## config.mk

```make
export PLATFORM = sky130hd
export DESIGN_NAME = adc_scan_seq
export DESIGN_NICKNAME = d
export VERILOG_FILES = /design/src/rtl/adc_scan_pkg.sv /design/src/rtl/adc_scan_ctrl.sv /design/src/rtl/adc_result_pack.sv /design/src/rtl/adc_eoc_flag.sv /design/src/rtl/adc_scan_seq.sv
export SDC_FILE = /design/constraint.sdc
export NUM_CORES = 1
export LEC_CHECK = 0
export ABC_AREA = 1
export BUFFER_PORTS_ARGS = -buffer_cell sky130_fd_sc_hd__buf_4
export CAP_MARGIN = 10
export CORE_MARGIN = 3
export CORE_UTILIZATION = 48
export CTS_BUF_LIST = sky130_fd_sc_hd__clkbuf_4 sky130_fd_sc_hd__clkbuf_8
export DETAILED_ROUTE_END_ITERATION = 12
export PLACE_DENSITY = 0.8
export RECOVER_POWER = 25
export SLEW_MARGIN = 30
export SYNTH_ARGS = -nofsm -noshare
export SYNTH_HDL_FRONTEND = slang
export SYNTH_SLANG_ARGS = --single-unit
```

## constraint.sdc

```tcl
create_clock -name clk -period 1.5 [get_ports clk]
set_input_delay 0.075 -clock clk [delete_from_list [all_inputs] [get_ports clk]]
set_output_delay 0.075 -clock clk [all_outputs]
set_load 0.02 [all_outputs]
```

## src/rtl/adc_scan_pkg.sv

```systemverilog
package adc_scan_pkg;

  typedef enum logic [1:0] {
    ST_IDLE  = 2'd0,
    ST_ISSUE = 2'd1,
    ST_WAIT  = 2'd2,
    ST_PAUSE = 2'd3
  } seq_st_e;

  localparam logic [1:0] MD_SINGLE = 2'b00;
  localparam logic [1:0] MD_CONT   = 2'b01;

endpackage

```

## src/rtl/adc_scan_ctrl.sv

```systemverilog
module adc_scan_ctrl
  import adc_scan_pkg::*;
#(
  parameter int CH_W = 5
) (
  input  logic            clk,
  input  logic            rst_n,
  input  logic            trig,
  input  logic            sw_abort,
  input  logic            cfg_we,
  input  logic [1:0]      cfg_mode,
  input  logic            cfg_res8,
  input  logic [CH_W-1:0] cfg_first,
  input  logic [CH_W-1:0] cfg_last,
  input  logic            conv_done,
  output logic            conv_start,
  output logic            busy,
  output logic [CH_W-1:0] cur_ch,
  output logic            res8,
  output logic [CH_W-1:0] first_q,
  output logic [CH_W-1:0] last_q,
  output logic            done_accept,
  output logic            pass_done,
  output logic            in_pause
);

  seq_st_e         st_q;
  logic [1:0]      mode_q;
  logic            pend;
  logic [CH_W-1:0] nxt_ch;

  // A pass ends on the last channel, or at once when the range is reversed.
  function automatic logic pass_end(input logic [CH_W-1:0] c,
                                    input logic [CH_W-1:0] f,
                                    input logic [CH_W-1:0] l);
    return (l < f) || (c == l);
  endfunction

  function automatic logic [CH_W-1:0] step_ch(input logic [CH_W-1:0] c,
                                              input logic [CH_W-1:0] f,
                                              input logic [CH_W-1:0] l);
    return pass_end(c, f, l) ? f : CH_W'(c + 1'b1);
  endfunction

  assign pend        = pass_end(cur_ch, first_q, last_q);
  assign nxt_ch      = step_ch(cur_ch, first_q, last_q);
  assign conv_start  = (st_q == ST_ISSUE);
  assign in_pause    = (st_q == ST_PAUSE);
  assign done_accept = (st_q == ST_WAIT) && conv_done && !sw_abort;
  assign pass_done   = done_accept && pend;

  // Configuration is frozen while a scan runs.
  always_ff @(posedge clk or negedge rst_n) begin
    if (!rst_n) begin
      mode_q  <= MD_SINGLE;
      res8    <= 1'b0;
      first_q <= '0;
      last_q  <= '0;
    end else if (cfg_we && !busy) begin
      mode_q  <= cfg_mode;
      res8    <= cfg_res8;
      first_q <= cfg_first;
      last_q  <= cfg_last;
    end
  end

  always_ff @(posedge clk or negedge rst_n) begin
    if (!rst_n) begin
      st_q   <= ST_IDLE;
      busy   <= 1'b0;
      cur_ch <= '0;
    end else if (sw_abort) begin
      st_q <= ST_IDLE;
      busy <= 1'b0;
    end else begin
      case (st_q)
        ST_IDLE: begin
          if (trig) begin
            st_q   <= ST_ISSUE;
            busy   <= 1'b1;
            cur_ch <= first_q;
          end
        end
        ST_ISSUE: st_q <= ST_WAIT;
        ST_WAIT: begin
          if (conv_done) begin
            if (mode_q == MD_SINGLE) begin
              if (pend) begin
                st_q <= ST_IDLE;
                busy <= 1'b0;
              end else begin
                st_q   <= ST_ISSUE;
                cur_ch <= nxt_ch;
              end
            end else if (mode_q == MD_CONT) begin
              st_q   <= ST_ISSUE;
              cur_ch <= nxt_ch;
            end else begin
              st_q <= ST_PAUSE;
            end
          end
        end
        ST_PAUSE: begin
          if (trig) begin
            st_q   <= ST_ISSUE;
            cur_ch <= nxt_ch;
          end
        end
        default: st_q <= ST_IDLE;
      endcase
    end
  end

endmodule

```

## src/rtl/adc_result_pack.sv

```systemverilog
module adc_result_pack #(
  parameter int RES_W = 10,
  parameter int LO_W  = 8,
  localparam int HI_W = RES_W - LO_W
) (
  input  logic             clk,
  input  logic             rst_n,
  input  logic             load,
  input  logic             res8,
  input  logic [RES_W-1:0] result,
  output logic [LO_W-1:0]  data_lo,
  output logic [HI_W-1:0]  data_hi
);

  // Narrow mode keeps the most significant LO_W bits in the low register.
  function automatic logic [LO_W-1:0] pack_lo(input logic [RES_W-1:0] r,
                                              input logic n);
    return n ? r[RES_W-1 -: LO_W] : r[LO_W-1:0];
  endfunction

  function automatic logic [HI_W-1:0] pack_hi(input logic [RES_W-1:0] r,
                                              input logic n);
    return n ? '0 : r[RES_W-1:LO_W];
  endfunction

  always_ff @(posedge clk or negedge rst_n) begin
    if (!rst_n) begin
      data_lo <= '0;
      data_hi <= '0;
    end else if (load) begin
      data_lo <= pack_lo(result, res8);
      data_hi <= pack_hi(result, res8);
    end
  end

endmodule

```

## src/rtl/adc_eoc_flag.sv

```systemverilog
module adc_eoc_flag (
  input  logic clk,
  input  logic rst_n,
  input  logic set,
  input  logic clr,
  output logic flag
);

  always_ff @(posedge clk or negedge rst_n) begin
    if (!rst_n)   flag <= 1'b0;
    else if (set) flag <= 1'b1;
    else if (clr) flag <= 1'b0;
  end

endmodule

```

## src/rtl/adc_scan_seq.sv

```systemverilog
module adc_scan_seq #(
  parameter int CH_W  = 5,
  parameter int RES_W = 10,
  parameter int LO_W  = 8,
  localparam int HI_W = RES_W - LO_W
) (
  input  logic             clk,
  input  logic             rst_n,
  input  logic             sw_start,
  input  logic             sw_abort,
  input  logic             tmr_trig,
  input  logic             ext_trig,
  input  logic             cfg_we,
  input  logic [1:0]       cfg_mode,
  input  logic             cfg_res8,
  input  logic [CH_W-1:0]  cfg_first,
  input  logic [CH_W-1:0]  cfg_last,
  input  logic             irq_clr,
  output logic             conv_start,
  output logic [CH_W-1:0]  conv_ch,
  input  logic             conv_done,
  input  logic [RES_W-1:0] conv_result,
  output logic             busy,
  output logic [CH_W-1:0]  cur_ch,
  output logic [LO_W-1:0]  data_lo,
  output logic [HI_W-1:0]  data_hi,
  output logic             eoc_irq
);

  logic            any_trig;
  logic            res8;
  logic [CH_W-1:0] first_q;
  logic [CH_W-1:0] last_q;
  logic            done_accept;
  logic            pass_done;
  logic            in_pause;

  assign any_trig = sw_start | tmr_trig | ext_trig;
  assign conv_ch  = cur_ch;

  adc_scan_ctrl #(.CH_W(CH_W)) u_ctrl (
    .clk         (clk),
    .rst_n       (rst_n),
    .trig        (any_trig),
    .sw_abort    (sw_abort),
    .cfg_we      (cfg_we),
    .cfg_mode    (cfg_mode),
    .cfg_res8    (cfg_res8),
    .cfg_first   (cfg_first),
    .cfg_last    (cfg_last),
    .conv_done   (conv_done),
    .conv_start  (conv_start),
    .busy        (busy),
    .cur_ch      (cur_ch),
    .res8        (res8),
    .first_q     (first_q),
    .last_q      (last_q),
    .done_accept (done_accept),
    .pass_done   (pass_done),
    .in_pause    (in_pause)
  );

  adc_result_pack #(.RES_W(RES_W), .LO_W(LO_W)) u_pack (
    .clk     (clk),
    .rst_n   (rst_n),
    .load    (done_accept),
    .res8    (res8),
    .result  (conv_result),
    .data_lo (data_lo),
    .data_hi (data_hi)
  );

  adc_eoc_flag u_eoc (
    .clk   (clk),
    .rst_n (rst_n),
    .set   (pass_done),
    .clr   (irq_clr),
    .flag  (eoc_irq)
  );

endmodule

```

# Word-level counts from Yosys, hierarchy flattened
# Index checks and enable logic that the tools add are counted.
op_classes:
  order_cmp: 1
  mux: 25
  n_eq_ne: 15
  n_reduce_logical: 16
  n_addsub: 1
  n_bitwise: 3
ops:
  columns: ["operator", "count"]
  rows:
  - ["2-to-1 mux 5 bit", 7]
  - ["!= test 3 bit (second input constant)", 5]
  - ["one-hot mux 5 bit (3 select lines)", 1]
  - ["2-to-1 mux 2 bit", 6]
  - ["2-to-1 mux 1 bit", 8]
  - ["2-to-1 mux 8 bit", 1]
  - ["AND reduction 7 bit", 1]
  - ["!= test 2 bit (second input constant)", 3]
  - ["one-hot mux 2 bit (3 select lines)", 1]
  - ["nonzero test 3 bit", 2]
  - ["adder 5 x 1 -> 5 bit (second input constant)", 1]
  - ["equality test 5 bit", 1]
  - ["< comparator 5 bit", 1]
  - ["AND reduction 5 bit", 1]
  - ["equality test 2 x 1 -> 1 bit (second input constant)", 2]
  - ["equality test 2 bit (second input constant)", 2]
  - ["logical AND 1 bit", 4]
  - ["zero test 2 bit", 2]
  - ["!= test 3 x 1 -> 1 bit (second input constant)", 1]
  - ["!= test 3 x 2 -> 1 bit (second input constant)", 1]
  - ["zero test 1 bit", 2]
  - ["OR 1 bit", 2]
  - ["one-hot mux 1 bit (2 select lines)", 1]
  - ["AND reduction 2 bit", 1]
  - ["other kinds (4)", 4]
totals:
  elab_cells: 71
  register_bits: 32
  inputBits: 32

# Depth between registers and ports, before layout
# Gate-level depths: netlist (run 1).
depth:
  depth_word: 7
  depth_mapped: 12

# Modules after synthesis
# A second synthesis (run 1) with hierarchy kept.
hier_totals:
  cells_unflattened: 249
  hier_area_um2: 1959.4
modules_own_cells:
  columns: ["module", "n_inst", "seq_area_each_um2", "cells_each", "area_each_um2"]
  rows:
  - ["adc_scan_ctrl", 1, 525.5, 166, 1356.3]
  - ["adc_result_pack", 1, 250.2, 70, 514.2]
  - ["adc_scan_seq", 1, 0.0, 8, 48.8]
  - ["adc_eoc_flag", 1, 25.0, 5, 40.0]

# Least setup slack after synthesis (run 1)
# OpenSTA, ideal clock, no wires.
synth_timing:
  kind: "reg-to-reg"
  startpoint: "register u_ctrl.st_q[0]"
  endpoint: "register u_ctrl.cur_ch[2]"
  t_required_ns: 1.373
  path_stages_with_launch: 11
  slack_ns: -0.032
  synth_period_minus_slack_ns: 1.532
  arrival_ns: 1.405
  setup_time_ns: 0.127
  n_path_buf: 0
  path_cell_list: "dfrtp_1 inv_1 ha_1 inv_1 nor2_1 a21oi_1 nand2_1 nor2_1 nand2_4 nand2_1 o21ai_0"
synth_via:
  elab_chain_cells: 3
  elab_cells_between_ends: 11
synth_lines:
  columns: ["item", "line", "text"]
  rows:
  - ["start: declaration", "adc_scan_ctrl.sv:27", "seq_st_e st_q;"]
  - ["start signal: assignment", "adc_scan_ctrl.sv:69", "st_q <= ST_IDLE;"]
  - ["start signal: assignment", "adc_scan_ctrl.sv:73", "st_q <= ST_IDLE;"]
  - ["start signal: assignment", "adc_scan_ctrl.sv:79", "st_q <= ST_ISSUE;"]
  - ["equality test 2 bit (tied with other cells)", "adc_scan_ctrl.sv:76", "case (st_q)"]
  - ["!= test 3 bit (no source line) (tied with other cells)", null, null]
  - ["AND reduction 7 bit (no source line)", null, null]
  - ["end signal: assignment", "adc_scan_ctrl.sv:81", "cur_ch <= first_q;"]
  - ["end signal: assignment", "adc_scan_ctrl.sv:93", "cur_ch <= nxt_ch;"]
  - ["end signal: assignment", "adc_scan_ctrl.sv:97", "cur_ch <= nxt_ch;"]
  - ["end: declaration", "adc_scan_ctrl.sv:18", "output logic [CH_W-1:0] cur_ch,"]
# Parallel ways exist; a longest one is shown, timed or not.
# A chain may end at the register's enable or synchronous reset.

# Worst setup path in the final report (run 1)
layout_timing:
  startpoint: "register u_ctrl.st_q[1]"
  endpoint: "register u_ctrl.cur_ch[3]"
# The elaborated chain is that of the path after synthesis.

==> reports/metrics.json, run 1 <==
{
  "critical_path": {
    "arrival_ps": 1820,
    "worst-r2r-setup-slack_ps": -90,
    "cp_cell_sequence": "inv_2, ha_4, inv_2, nor2_2, a21oi_2, nand2_2, nor2_4, nand2_8, inv_6, nand2_1, nand2_1",
    "r2r.worst_path.cells": 11,
    "critical_path_required_ps": 1730,
    "kind_of_critical_path": "reg -> reg",
    "cp-start-kind": "register",
    "timing.critical_path.fanout_max": 7,
    "rr_endpoint": "u_ctrl.cur_ch[3]$_DFFE_PN0P_",
    "cp_slowest_cell": "sky130_fd_sc_hd__dfrtp_1",
    "critPathCaptureType": "register",
    "rr_startpoint": "u_ctrl.st_q[1]$_DFFE_PN0P_",
    "critical-path-max-stage-delay_ps": 460,
    "category_of_cells_accounting_for_the_largest_share_of_critical_path_delay": "simple AND/OR/NAND/NOR gates",
    "cp_num_buf_inv": 3
  },
  "power_and_ir_drop": {
    "worst_ir_drop_vdd_uv": 1434,
    "power.density_cell_area_nw_per_um2": 2488,
    "cellLeakagePower_nw": 1.443
  },
  "die": {
    "core_region_area_um2": 3689,
    "rows": 22,
    "die_area_um2": 4662,
    "die_width_um": 68.28,
    "initial_utilization_pct": 50.47,
    "fp.dieH_um": 68.28,
    "ioPinCount": 55
  },
  "global_route": {
    "global_route_wire_length_before_repair_um": 7631,
    "grtUsageMet2_pct": 35.74,
    "global_route.overflow_total": 0,
    "met3_demand_to_capacity_share_in_global_routing_pct": 6.568,
    "grt_start_max_net_pins": 33,
    "gr-usage-met1_pct": 27.58,
    "grtUsageTotal_pct": 22.23,
    "globalRoute.busiestLayer": "met2",
    "number_of_global_route_vias_before_repair": 1718,
    "grt_antenna_before_repair": 0
  },
  "hold_path": {
    "worstHoldStart": "cfg_last[4]",
    "hold_critical_path_depth": 2,
    "endpoint_worst_hold": "u_ctrl.last_q[4]$_DFFE_PN0P_",
    "hp-class": "in -> reg"
  },
  "routing": {
    "ant_nets": 0,
    "routed_wire_length_per_instance_um": 14.41,
    "drtPass1Iterations": 4,
    "routed_wirelength_um": 5332,
    "drt_drc_violations_left": 0,
    "route.vias.total": 1913,
    "per_cell_via_count_in_the_routed_design": 5.170,
    "first_iter_violations": 223
  },
  "outcome": {
    "violations_in_the_final_reports": "negative setup slack",
    "outcome": "finished with violations"
  },
  "cells_and_area": {
    "layout-area-overhead-vs-synth_pct": 51.88,
    "layout.cells.most_common": "sky130_fd_sc_hd__buf_4",
    "final_net_count": 362,
    "mostFrequentLayoutCells": "79 x sky130_fd_sc_hd__buf_4, 60 x sky130_fd_sc_hd__nand2_1, 32 x sky130_fd_sc_hd__dfrtp_1",
    "final_area_um2": 2828,
    "antenna_cells_inserted": 0,
    "layout-drive-gt1-share_pct": 41.61
  },
  "clocking": {
    "tritoncts": "yes",
    "h_tree_level_count": 2,
    "clock_latency_ps": 290,
    "cts_buffer_depth": 2,
    "cts_inserted_buffers": 5,
    "tritoncts_num_sinks": 32,
    "cts_root_buf": "sky130_fd_sc_hd__clkbuf_8",
    "clkTransAtPathRegs_ps": 70
  },
  "timing": {
    "period_needed_ps": 1593,
    "grt_setup_unrepaired": "true",
    "clock-skew-final_ps": 9.351,
    "finalWorstSetupSlack_ps": -92.97,
    "slew_at_the_pin_with_the_worst_max_slew_slack_ps": 810.4,
    "finalMaxSlewViolations": 0,
    "final_setup_violating_endpoints": 10,
    "timing.fmax_mhz": 627.8,
    "timing.final.hold_violations": 0,
    "timing.slew.headroom_pct": 45.97,
    "share_of_the_cycle_needed_by_the_critical_path_after_routing_pct": 106.2
  },
  "job": {
    "cap_viol_max_count": 0
  },
  "synth": {
    "postSynthAreaPerCell_um2": 7.757,
    "yosysWarnings": 0,
    "dominantRegCellSynth": "sky130_fd_sc_hd__dfrtp_1",
    "synth.yosys.seq_area_share_pct": 43.01,
    "synth-seq-cells": 32,
    "synthDistinctLibCells": 26,
    "syn_nets": 281,
    "mappedNetlistArea_um2": 1862,
    "synthCells": 240,
    "synth-edff-count": 0,
    "synth-async-reset-ratio_pct": 100.0
  },
  "place": {
    "pre_cts_slack_ps": -136.6,
    "gp_routability_congestion": 0.8488,
    "io_buffers": 54,
    "place_hpwl_um": 3286,
    "placed_area_um2": 2450
  }
}
report_power, final:
group          switching [mW]  internal (mW)  total, mW
clock                   0.329          0.586      0.915
sequential              0.359           1.28       1.64
combinational            2.38           2.11       4.48
through the flow:
stage	total power [mW]	util (%)	hold WS, ps	instances	setup TNS [ps]
finish	7.035	76.66	29.31	370	-544.2
global route	7.497	76.66	22.24	370	-2217
CTS	6.459	73.44	20.13	367	-313.1
detailed placement	5.039	66.42	30.63	352	-847.0
global placement	4.943	66.42	33.24	352	-418.1
floorplan	3.741	-	-220.6	240	-4.677
kinds of logic after synthesis:
group	after synthesis	share of synthesized area [%]
flip-flops	32	43.01
AND/OR/NAND/NOR	119	28.76
XOR/XNOR	4	1.882
multiplexers	2	1.210
adder cells (fa/ha/maj)	9	6.048
buffers and inverters	42	9.611
AO/OA/AOI/OAI	32	9.476
cells in the mapped netlist, types with 2 or more instances:
master                     number  area share (%)
sky130_fd_sc_hd__buf_2          2            0.54
sky130_fd_sc_hd__inv_1         28             5.6
sky130_fd_sc_hd__nand3_4        2             1.9
sky130_fd_sc_hd__a21oi_1       14             3.8
sky130_fd_sc_hd__xnor2_1        3             1.4
sky130_fd_sc_hd__inv_2          2            0.40
sky130_fd_sc_hd__buf_4          5             2.0
sky130_fd_sc_hd__mux2_2         2             1.2
sky130_fd_sc_hd__o21ai_0        8             2.2
sky130_fd_sc_hd__dfrtp_1       32              43
sky130_fd_sc_hd__nand2_1       67              14
sky130_fd_sc_hd__a31oi_1        8             2.7
sky130_fd_sc_hd__nand3_1        9             2.4
sky130_fd_sc_hd__nand2_4        2             1.2
sky130_fd_sc_hd__ha_1           9             6.0
sky130_fd_sc_hd__nor2_1        26             5.2
sky130_fd_sc_hd__clkbuf_1       5             1.0
sky130_fd_sc_hd__nand4_1        8             2.7
state kept, by name (all words and copies together), names as in the netlist:
name / cells
u_ctrl.busy: 1
u_pack.data_hi: 2
u_ctrl.cur_ch: 5
u_pack.data_lo: 8
u_ctrl.mode_q: 2
u_ctrl.st_q: 2
u_ctrl.res8: 1
u_eoc.flag: 1
u_ctrl.last_q: 5
u_ctrl.first_q: 5
layout make-up:
type	instances	area, um^2
inverters	30	117.6
fillers	251	860.8
repair buffers	86	671.9
clock inverters	1	30.03
multi-input cells	166	1051
well taps	48	60.06
clock buffers	7	96.34
flip-flops and latches	32	800.8
worst max-delay path by stage:
stage                                  startpoint                            to  slack, ps  depth (start not counted)
floorplan              u_ctrl.st_q[0]$_DFFE_PN0P_  u_ctrl.cur_ch[2]$_DFFE_PN0P_         -5                         10
global placement    u_ctrl.first_q[4]$_DFFE_PN0P_  u_ctrl.cur_ch[1]$_DFFE_PN0P_        -80                         12
detailed placement  u_ctrl.first_q[4]$_DFFE_PN0P_  u_ctrl.cur_ch[0]$_DFFE_PN0P_       -140                         12
CTS                  u_ctrl.last_q[4]$_DFFE_PN0P_  u_ctrl.cur_ch[0]$_DFFE_PN0P_        -60                         10
global route           u_ctrl.st_q[1]$_DFFE_PN0P_  u_ctrl.cur_ch[0]$_DFFE_PN0P_       -150                         11
finish                 u_ctrl.st_q[1]$_DFFE_PN0P_  u_ctrl.cur_ch[3]$_DFFE_PN0P_        -90                         11
timing repair:
item / 4_1_cts / 5_1_grt
cloned: 0 / 0
hold buffers: 2 / 0
pin swaps: 7 / 12
buffers inserted: 5 / 3
hold endpoints to repair: 33 / 0
endpoints found under the setup margin: 18 / 19
resized for setup: 15 / 27
per-layer routing:
layer | vias up | wire [um]
met5 | - | 0
met4 | 0 | 111
met3 | 12 | 441
met2 | 86 | 2604
met1 | 885 | 2174
li1 | 930 | -
Note: power is estimated with default switching activity, not from simulation.
==> run 2, diff against run 1 <==
Settings changed: CORE_UTILIZATION 48 to 49, PLACE_DENSITY 0.8 to 0.81, SYNTH_HIERARCHICAL set to 1.
==> reports/metrics.json, run 2 <==
{
  "clocking": {
    "h_tree_level_count": 2,
    "clock_latency_ps": 280,
    "cts_buffer_depth": 2,
    "clkTransAtPathRegs_ps": 70,
    "tritoncts": "yes",
    "cts_root_buf": "sky130_fd_sc_hd__clkbuf_8",
    "cts_inserted_buffers": 5,
    "tritoncts_num_sinks": 32
  },
  "cells_and_area": {
    "max_flop_register": "u_pack/data_lo",
    "layout.filler_cells": 289,
    "layout.cells.most_common": "sky130_fd_sc_hd__nand2_1",
    "final_net_count": 366,
    "largest_register_ffs": 8,
    "layout-area-overhead-vs-synth_pct": 41.25,
    "instances_no_fill": 374,
    "layout-drive-gt1-share_pct": 38.65,
    "final_area_um2": 2768,
    "mostFrequentLayoutCells": "77 x sky130_fd_sc_hd__nand2_1, 76 x sky130_fd_sc_hd__buf_4, 32 x sky130_fd_sc_hd__dfrtp_1",
    "antenna_cells_inserted": 0
  },
  "die": {
    "fp.dieH_um": 69.24,
    "die_width_um": 69.24,
    "rows": 22,
    "core_region_area_um2": 3744,
    "initial_utilization_pct": 52.34,
    "ioPinCount": 55,
    "die_area_um2": 4793
  },
  "timing": {
    "grt_setup_unrepaired": "true",
    "clock-skew-final_ps": 8.051,
    "period_needed_ps": 1650,
    "timing.slew.headroom_pct": 47.86,
    "share_of_the_cycle_needed_by_the_critical_path_after_routing_pct": 110.0,
    "final_setup_violating_endpoints": 8,
    "timing.fmax_mhz": 606.2,
    "slew_at_the_pin_with_the_worst_max_slew_slack_ps": 782.1,
    "timing.final.hold_violations": 0,
    "finalMaxSlewViolations": 0,
    "finalWorstSetupSlack_ps": -149.7
  },
  "routing": {
    "drt_drc_violations_left": 0,
    "routed_wire_length_per_instance_um": 12.67,
    "ant_nets": 0,
    "first_iter_violations": 112,
    "routed_wirelength_um": 4737,
    "drtPass1Iterations": 4,
    "route.vias.total": 1851,
    "per_cell_via_count_in_the_routed_design": 4.949
  },
  "synth": {
    "synth-seq-cells": 32,
    "synth.yosys.seq_area_share_pct": 40.87,
    "synthCells": 249,
    "yosys-top-cells-area": "sky130_fd_sc_hd__dfrtp_1 41%, sky130_fd_sc_hd__nand2_1 16%, sky130_fd_sc_hd__inv_1 5.9%",
    "dominantRegCellSynth": "sky130_fd_sc_hd__dfrtp_1",
    "netlist.top_cell.by_area": "sky130_fd_sc_hd__dfrtp_1",
    "ys_top_cells_by_count": "82 x sky130_fd_sc_hd__nand2_1, 32 x sky130_fd_sc_hd__dfrtp_1, 31 x sky130_fd_sc_hd__inv_1, 19 x sky130_fd_sc_hd__nand3_1, 12 x sky130_fd_sc_hd__nor2_1",
    "synth-edff-count": 0,
    "postSynthAreaPerCell_um2": 7.869,
    "synth-async-reset-ratio_pct": 100.0,
    "mappedNetlistArea_um2": 1959,
    "syn_nets": 290,
    "cell_with_the_most_instances_after_synthesis": "sky130_fd_sc_hd__nand2_1",
    "synthDistinctLibCells": 30,
    "synth_top_area_share_pct": 40.87,
    "yosysWarnings": 6
  },
  "critical_path": {
    "cp-start-kind": "register",
    "timing.critical_path.fanout_max": 6,
    "cp_cell_sequence": "inv_2, ha_4, nand2_1, nor2_1, nand2_1, nand3_4, nand2_4, nand2_4, nand2_4, nand2_4, nand2_1, nand2_1",
    "cp_slowest_cell": "sky130_fd_sc_hd__dfrtp_1",
    "worst-r2r-setup-slack_ps": -150,
    "critical_path_required_ps": 1670,
    "cp_num_buf_inv": 1,
    "critical_path_depth": 12,
    "category_of_cells_accounting_for_the_largest_share_of_critical_path_delay": "simple AND/OR/NAND/NOR gates",
    "critical-path-max-stage-delay_ps": 400,
    "r2r.worst_path.cells": 12,
    "arrival_ps": 1820,
    "end_point_of_the_critical_path": "u_ctrl/cur_ch[4]$_DFFE_PN0P_",
    "kind_of_critical_path": "reg -> reg",
    "rr_endpoint": "u_ctrl/cur_ch[4]$_DFFE_PN0P_",
    "rr_startpoint": "u_ctrl/first_q[4]$_DFFE_PN0P_",
    "critPathCaptureType": "register",
    "worstSetupStartpoint": "u_ctrl/first_q[4]$_DFFE_PN0P_"
  },
  "place": {
    "placed_area_um2": 2527,
    "gp_routability_congestion": 0.8754,
    "place.detailed.instances": 360,
    "place_hpwl_um": 3483,
    "io_buffers": 54
  },
  "global_route": {
    "grt_antenna_before_repair": 0,
    "grtUsageTotal_pct": 19.27,
    "global_route_wire_length_before_repair_um": 7576,
    "number_of_global_route_vias_before_repair": 1727,
    "global_route.overflow_total": 0,
    "grt_start_max_net_pins": 33
  },
  "outcome": {
    "outcome": "finished with violations",
    "violations_in_the_final_reports": "negative setup slack"
  },
  "job": {
    "cap_viol_max_count": 0
  },
  "power_and_ir_drop": {
    "cellLeakagePower_nw": 1.511,
    "worst_ir_drop_vdd_uv": 1356,
    "power.density_cell_area_nw_per_um2": 2269
  },
  "hold_path": {
    "hp-class": "in -> reg"
  }
}
## run 2: where the power goes
group	leakage, nW	total (mW)	switching, mW	internal [mW]
Combinational	1.06	3.73	2.02	1.71
Sequential	0.384	1.65	0.379	1.27
Clock	0.0645	0.901	0.315	0.586
## run 2: per-layer routing
layer	GRT usage (%)	wire [um]	share of wire (%)	vias to the layer above
li1	-	-	-	926
met1	23.84	2021	43	847
met2	32.94	2364	50	72
met3	5.797	309	6.5	6
met4	4.555	41	0.87	0
met5	0	0	0	-
## run 2: stage by stage
stage          setup TNS, ps  util, %  worst slack, ps  power, mW  hold WS [ps]
2_1_floorplan              0        -            9.263      3.796        -220.6
3_3_place_gp          -298.5    67.51           -62.42      4.830         28.69
3_5_place_dp          -847.2    67.51           -151.5      4.937         39.26
4_1_cts               -500.2    72.23           -98.90      6.007         12.44
5_1_grt                -1514    73.93           -230.6      6.716         11.76
6_report              -877.3    73.93           -149.7      6.279         17.98
## run 2: logic make-up after synthesis
group / count (synthesis) / share of synthesized area, %
AOI/OAI and AO/OA: 15 / 4.151
xor gates and xnor gates: 6 / 2.682
buffers and inverters: 46 / 10.79
adders and majority gates: 9 / 5.747
and+or+nand+nor: 135 / 32.31
muxes: 6 / 3.448
DFF: 32 / 40.87
## run 2: worst min path at each step
stage                            from                      endpoint  slack (ps)  cells past startpoint
after global placement          rst_n  u_ctrl/cur_ch[2]$_DFFE_PN0P_          30                      1
after floorplan                 rst_n       u_ctrl/busy$_DFFE_PN0P_        -220                      0
after CTS                     irq_clr        u_eoc/flag$_DFFE_PN0P_          10                      4
after detailed placement        rst_n  u_ctrl/cur_ch[2]$_DFFE_PN0P_          40                      1
final                     cfg_last[2]  u_ctrl/last_q[2]$_DFFE_PN0P_          20                      2
after global routing          irq_clr        u_eoc/flag$_DFFE_PN0P_          10                      4
## run 2: area by class of cell
cell class	count	area [um^2]	area share, %
clock inverter	1	30.03	1.085
timing repair buffer	79	605.6	21.88
tap	48	60.06	2.170
clock buffer	7	96.34	3.481
sequential	32	800.8	28.93
inverter	36	142.6	5.154
multi-input combinational	171	1032	37.30
## run 2: what timing repair did
item                                    CTS  global route
hold endpoints to repair                 32             0
hold buffers                              1             0
setup buffers                             3             2
gates resized for setup                   3            13
endpoints found under the setup margin    8            19
pin swaps                                 7             4
## run 2: worst reg2reg max path: cells and delay by family (launching register included)
family	cells	cell delay, ps
DFF	1	400
and+or+nand+nor	10	830
adders and majority gates	1	210
buffers and inverters	1	90
